**src/rtl/brl_pkg.sv**
```systemverilog
package brl_pkg;

  localparam int INSTR_W  = 32;
  localparam int OPC_W    = 6;
  localparam int OFF_W    = 16;
  localparam int OPC_LSB  = 26;

  localparam logic [OPC_W-1:0] OPC_BR_EQ    = 6'h04;
  localparam logic [OPC_W-1:0] OPC_BR_NE    = 6'h05;
  localparam logic [OPC_W-1:0] OPC_BR_EQ_LK = 6'h14;
  localparam logic [OPC_W-1:0] OPC_BR_NE_LK = 6'h15;

  // Table of likely opcodes: each row adds one not-taken term to the cancel OR.
  localparam int LIKELY_N = 2;
  localparam logic [LIKELY_N-1:0][OPC_W-1:0] LIKELY_OPC = {OPC_BR_NE_LK, OPC_BR_EQ_LK};
  localparam logic [LIKELY_N-1:0]            LIKELY_EQ  = 2'b01; // row0 wants equal

  typedef struct packed {
    logic is_branch;
    logic is_likely;
    logic want_equal;
  } br_class_t;

  function automatic br_class_t classify(input logic [OPC_W-1:0] opc);
    br_class_t c;
    c = '0;
    unique case (opc)
      OPC_BR_EQ:    c = '{is_branch: 1'b1, is_likely: 1'b0, want_equal: 1'b1};
      OPC_BR_NE:    c = '{is_branch: 1'b1, is_likely: 1'b0, want_equal: 1'b0};
      OPC_BR_EQ_LK: c = '{is_branch: 1'b1, is_likely: 1'b1, want_equal: 1'b1};
      OPC_BR_NE_LK: c = '{is_branch: 1'b1, is_likely: 1'b1, want_equal: 1'b0};
      default:      c = '0;
    endcase
    return c;
  endfunction

endpackage

```
**src/rtl/brl_decode.sv**
```systemverilog
module brl_decode
  import brl_pkg::*;
(
  input  logic [INSTR_W-1:0] instr,
  output logic [OPC_W-1:0]   opcode,
  output logic [OFF_W-1:0]   offset,
  output br_class_t          cls
);
  assign opcode = instr[OPC_LSB +: OPC_W];
  assign offset = instr[OFF_W-1:0];
  assign cls    = classify(opcode);
endmodule

```
**src/rtl/brl_likely_squash.sv**
```systemverilog
module brl_likely_squash
  import brl_pkg::*;
(
  input  logic             live,
  input  logic [OPC_W-1:0] opcode,
  input  logic             ops_equal,
  output logic             squash
);
  logic [LIKELY_N-1:0] term;

  // One not-taken term per likely opcode, ORed together.
  for (genvar g = 0; g < LIKELY_N; g++) begin : g_term
    assign term[g] = live && (opcode == LIKELY_OPC[g]) && (ops_equal != LIKELY_EQ[g]);
  end

  assign squash = |term;
endmodule

```
**src/rtl/brl_pc_calc.sv**
```systemverilog
module brl_pc_calc
  import brl_pkg::*;
#(
  parameter int XLEN = 32
) (
  input  logic [XLEN-1:0]  pc,
  input  logic [OFF_W-1:0] offset,
  output logic [XLEN-1:0]  seq_pc,
  output logic [XLEN-1:0]  skip_pc,
  output logic [XLEN-1:0]  target_pc
);
  localparam int EXT_W = XLEN - OFF_W - 2;

  function automatic logic [XLEN-1:0] step(input logic [XLEN-1:0] a, input int words);
    return a + XLEN'(words * 4);
  endfunction

  function automatic logic [XLEN-1:0] branch_dest(input logic [XLEN-1:0] a,
                                                  input logic [OFF_W-1:0] off);
    return step(a, 1) + {{EXT_W{off[OFF_W-1]}}, off, 2'b00};
  endfunction

  assign seq_pc    = step(pc, 1);
  assign skip_pc   = step(pc, 2);
  assign target_pc = branch_dest(pc, offset);
endmodule

```
**src/rtl/brl_slot_state.sv**
```systemverilog
module brl_slot_state #(
  parameter int XLEN = 32
) (
  input  logic            clk,
  input  logic            rst_n,
  input  logic            advance,
  input  logic            set_kill,
  input  logic            set_redirect,
  input  logic [XLEN-1:0] target_in,
  output logic            kill_q,
  output logic            redirect_q,
  output logic [XLEN-1:0] target_q
);
  always_ff @(posedge clk) begin
    if (!rst_n) begin
      kill_q     <= 1'b0;
      redirect_q <= 1'b0;
      target_q   <= '0;
    end else if (advance) begin
      kill_q     <= set_kill;
      redirect_q <= set_redirect;
      target_q   <= target_in;
    end
  end
endmodule

```
**src/rtl/branch_likely_unit.sv**
```systemverilog
module branch_likely_unit
  import brl_pkg::*;
#(
  parameter int XLEN = 32
) (
  input  logic               clk,
  input  logic               rst_n,
  input  logic               instr_valid,
  input  logic [INSTR_W-1:0] instr,
  input  logic [XLEN-1:0]    pc,
  input  logic [XLEN-1:0]    rs_val,
  input  logic [XLEN-1:0]    rt_val,
  output logic               br_taken,
  output logic               squash_slot,
  output logic [XLEN-1:0]    next_pc,
  output logic               slot_cancel,
  output logic               retire
);
  logic [OPC_W-1:0] opcode;
  logic [OFF_W-1:0] offset;
  br_class_t        cls;
  logic             ops_equal;
  logic             live;
  logic             kill_q;
  logic             redirect_q;
  logic [XLEN-1:0]  target_q;
  logic [XLEN-1:0]  seq_pc;
  logic [XLEN-1:0]  skip_pc;
  logic [XLEN-1:0]  target_pc;

  brl_decode u_decode (
    .instr  (instr),
    .opcode (opcode),
    .offset (offset),
    .cls    (cls)
  );

  brl_pc_calc #(.XLEN(XLEN)) u_pc (
    .pc        (pc),
    .offset    (offset),
    .seq_pc    (seq_pc),
    .skip_pc   (skip_pc),
    .target_pc (target_pc)
  );

  assign ops_equal   = (rs_val == rt_val);
  assign live        = instr_valid && !kill_q;
  assign slot_cancel = instr_valid && kill_q;
  assign retire      = live;
  assign br_taken    = live && cls.is_branch && (ops_equal == cls.want_equal);

  brl_likely_squash u_squash (
    .live      (live),
    .opcode    (opcode),
    .ops_equal (ops_equal),
    .squash    (squash_slot)
  );

  brl_slot_state #(.XLEN(XLEN)) u_state (
    .clk          (clk),
    .rst_n        (rst_n),
    .advance      (instr_valid),
    .set_kill     (squash_slot),
    .set_redirect (br_taken),
    .target_in    (target_pc),
    .kill_q       (kill_q),
    .redirect_q   (redirect_q),
    .target_q     (target_q)
  );

  always_comb begin
    if (redirect_q)       next_pc = target_q;
    else if (squash_slot) next_pc = skip_pc;
    else                  next_pc = seq_pc;
  end
endmodule

```
**config.mk**
```make
export PLATFORM = sky130hd
export DESIGN_NAME = branch_likely_unit
export DESIGN_NICKNAME = d
export VERILOG_FILES = /design/src/rtl/brl_pkg.sv /design/src/rtl/brl_decode.sv /design/src/rtl/brl_likely_squash.sv /design/src/rtl/brl_pc_calc.sv /design/src/rtl/brl_slot_state.sv /design/src/rtl/branch_likely_unit.sv
export SDC_FILE = /design/constraint.sdc
export NUM_CORES = 1
export LEC_CHECK = 0
export BUFFER_PORTS_ARGS = -buffer_cell sky130_fd_sc_hd__buf_2
export CAP_MARGIN = 20
export CORE_MARGIN = 2
export CORE_UTILIZATION = 45
export CTS_BUF_LIST = sky130_fd_sc_hd__clkbuf_16
export DETAILED_ROUTE_END_ITERATION = 7
export PLACE_DENSITY = 0.76
export SYNTH_ARGS = -nofsm -noshare
export SYNTH_HDL_FRONTEND = slang
export SYNTH_SLANG_ARGS = --single-unit
```
**constraint.sdc**
```tcl
create_clock -name clk -period 4.77 [get_ports clk]
set_input_delay 0.477 -clock clk [delete_from_list [all_inputs] [get_ports clk]]
set_output_delay 0.477 -clock clk [all_outputs]
set_load 0.02 [all_outputs]
```
==> impl_metrics.yaml <==
final_layout:
  final_area_um2: 6010
  final_nets: 1001
  nFillCells: 1061
  diodes: 0
  area_growth_pct: 21.3
  final_layout_size_suffix_gt1_share_pct: 22.1
placed_design:
  placed_area_um2: 5840
  gp_congestion: 0.959
  numPortBuffers: 156
  place_hpwl_mm: 12.9
timing:
  finalCriticalPeriod_ps: 4220
  period_share_pct: 88.5
  final.setup.tns_ps: 0
  fmax_ghz: 0.237
  hold_violations: 0
  slew_headroom_pct: 40.3
  setup_viol_count_final: 0
  finClkSkew_ps: 0.286
  rsz0062_at_grt: "no"
  slew_viol_final: 0
  worstMarginPinSlew_ps: 873
global_route:
  grt_pass1_wl_mm: 25.8
  grt_pass1_vias: 5385
  grt_max_degree: 34
  grt_overflow: 0
  grt_use_total_pct: 27.5
  antenna_found_initial: 0
synthesis:
  ys_ff_latch: 34
  seq_area_frac_synth_pct: 13.7
  ys_types: 60
  async_flop_share_pct: 0
  avgSynthCellArea_um2: 7.11
  netlist_area_um2: 4950
  synth_edf_count: 0
  syn_nets: 866
  synth_ff_type: "dfxtp_1"
  yosys_warnings: 0
  synthCells: 697
route:
  drcViolationCount: 0
  postRouteAntennaNets: 0
  firstDrtPassIters: 5
  detail_route.wl_per_cell_um: 16.9
  via_per_inst: 5.92
  drt_first_iter_violations: 387
  vias: 5759
  totalWireLength_mm: 16.4
die:
  rows: 38
  pin_count: 167
  die_x_um: 109
  dieArea_um2: 11900
  start_util_pct: 45.9
  die_h_um: 109
  core_area_um2: 10800
clock_network:
  ctsHoldBuffers: 0
  post_cts_buffers: 0
  ctsResizeCount: 0
  tritoncts: "done"
  cts-buffers-inserted: 5
  clock_sink_count: 34
  clk-insertion-delay-late_ps: 280
  clockBufferDepth: 2
  htreeDepth: 2
  cts.clk_slew.worst_paths_ps: 60
  clock-root-buffer: "clkbuf_16"
worst_setup_path:
  cp_max_fo: 6
  crit_type: "in -> reg"
  cp.required_ps: 4930
  startpoint_type: "primary input"
  cp-end-kind: "flop"
  crit_arrival_ps: 4380
hold_path:
  holdCritPathClass: "in -> reg"
job:
  max_cap_violations: 0
power_and_ir_drop:
  ir_drop_v: 0.000178
  p_leak_nw: 2.63
  pwr_density_cell_nw_per_um2: 204
outcome:
  outcome: "finished clean"
## state kept, by name, indices dropped and copies added (netlist names)
name and flops:
u_state.redirect_q 1, u_state.kill_q 1, u_state.target_q 32
## layout make-up
type	instances	area [µm²]	area share [%]
clock buffers	5	125	2.08
well taps	140	175	2.92
repair buffers	165	848	14.1
clock inverters	3	40.0	0.667
flip-flops and latches	34	682	11.4
multi-input cells	614	4090	68.1
inverters	12	45.0	0.750
## through the flow
| step | hold WS [ps] | power [mW] | worst slack (ps) | utilization, % | cells |
|---|---|---|---|---|---|
| floorplan | 425 | 0.673 | 658 | - | 697 |
| global placement | 439 | 0.836 | 493 | 54.1 | 965 |
| detailed placement | 448 | 0.842 | 334 | 54.1 | 965 |
| CTS | 448 | 1.22 | 608 | 55.6 | 973 |
| global route | 474 | 1.29 | 222 | 55.6 | 973 |
| finish | 448 | 1.23 | 548 | 55.6 | 973 |
## routing by layer
metal  up-vias  wire length [µm]  GRT usage [%]
met3        33               994           3.95
met5         -                 0              0
met4         0               444           9.71
met1      2664              6960           34.2
met2       226              8030           48.2
li1       2836                 -              -
## cells in the mapped netlist, drive strengths merged, types with 3 or more instances
cell type,n,area (µm²)
nand2,71,267
nor2,66,248
xnor2,65,569
o21ai,47,235
nand3,39,195
clkbuf,37,141
ha,37,463
a21oi,36,180
dfxtp,34,681
xor2,30,263
nand4,28,190
nor3,22,110
o31ai,16,120
mux2i,15,150
a21o,14,105
inv,12,45.0
or3,11,68.8
and3,10,62.6
a31oi,9,56.3
a2111oi,6,52.6
a21boi,6,45.0
nor4,6,37.5
o211ai,6,45.0
a211oi,5,37.5
and2,5,31.3
nor2b,5,31.3
a211o,4,35.0
mux2,4,45.0
nand2b,4,25.0
o21a,4,30.0
a22oi,3,22.5
nand3b,3,22.5
nor4b,3,26.3
o21bai,3,22.5
## cell usage in the layout, fill, tap and decap left out, drive strengths merged, types with 5 or more instances in the layout
cell,synthesis,layout
nor2b,5,5
xor2,30,30
mux2i,15,15
nand2,71,71
buf,0,165
o21ai,47,47
o211ai,6,6
nor3,22,22
ha,37,37
dfxtp,34,34
a2111oi,6,6
nor4,6,6
or3,11,11
a211oi,5,5
o31ai,16,16
nor2,66,66
and3,10,10
nand3,39,39
inv,12,12
clkbuf,37,5
a21oi,36,36
nand4,28,28
a21boi,6,6
a31oi,9,9
xnor2,65,65
and2,5,5
a21o,14,14
## cell families after synthesis
family                   Yosys count  synth area share (%)
flip-flops                        34                  13.7
multiplexers                      19                  3.94
adder cells (fa/ha/maj)           38                  9.75
buffers and inverters             49                  3.76
AND/OR/NAND/NOR                  280                  27.7
AO/OA/AOI/OAI                    182                  24.3
XOR/XNOR                          95                  16.8
## worst paths after layout
check / startpoint / end / slack (ps) / cells after the start
worst max-delay path: pc[3] / u_state.target_q[31] / 550 / 17
worst min-delay path: pc[0] / u_state.target_q[0] / 450 / 3
worst max register to register: u_state.kill_q / u_state.kill_q / 2950 / 5
worst min register to register: u_state.target_q[16] / u_state.target_q[16] / 460 / 2
## critical path, stage by stage
cell and delay (ps):
buf_2 140, ha_1 230, nand3_1 160, nor4_1 310, buf_4 200, nand2_1 50
nor4_1 430, nand2_1 230, xnor2_1 180, ha_1 210, a21o_1 200, a21o_1 170
a21o_1 190, a2111oi_0 350, nor2_1 190, and3_1 200, or4_1 450
## power by group
part	switching, mW	internal, mW
clock	0.134	0.245
combinational	0.297	0.218
sequential	0.0164	0.315
Note: power is estimated with default switching activity, not from simulation.
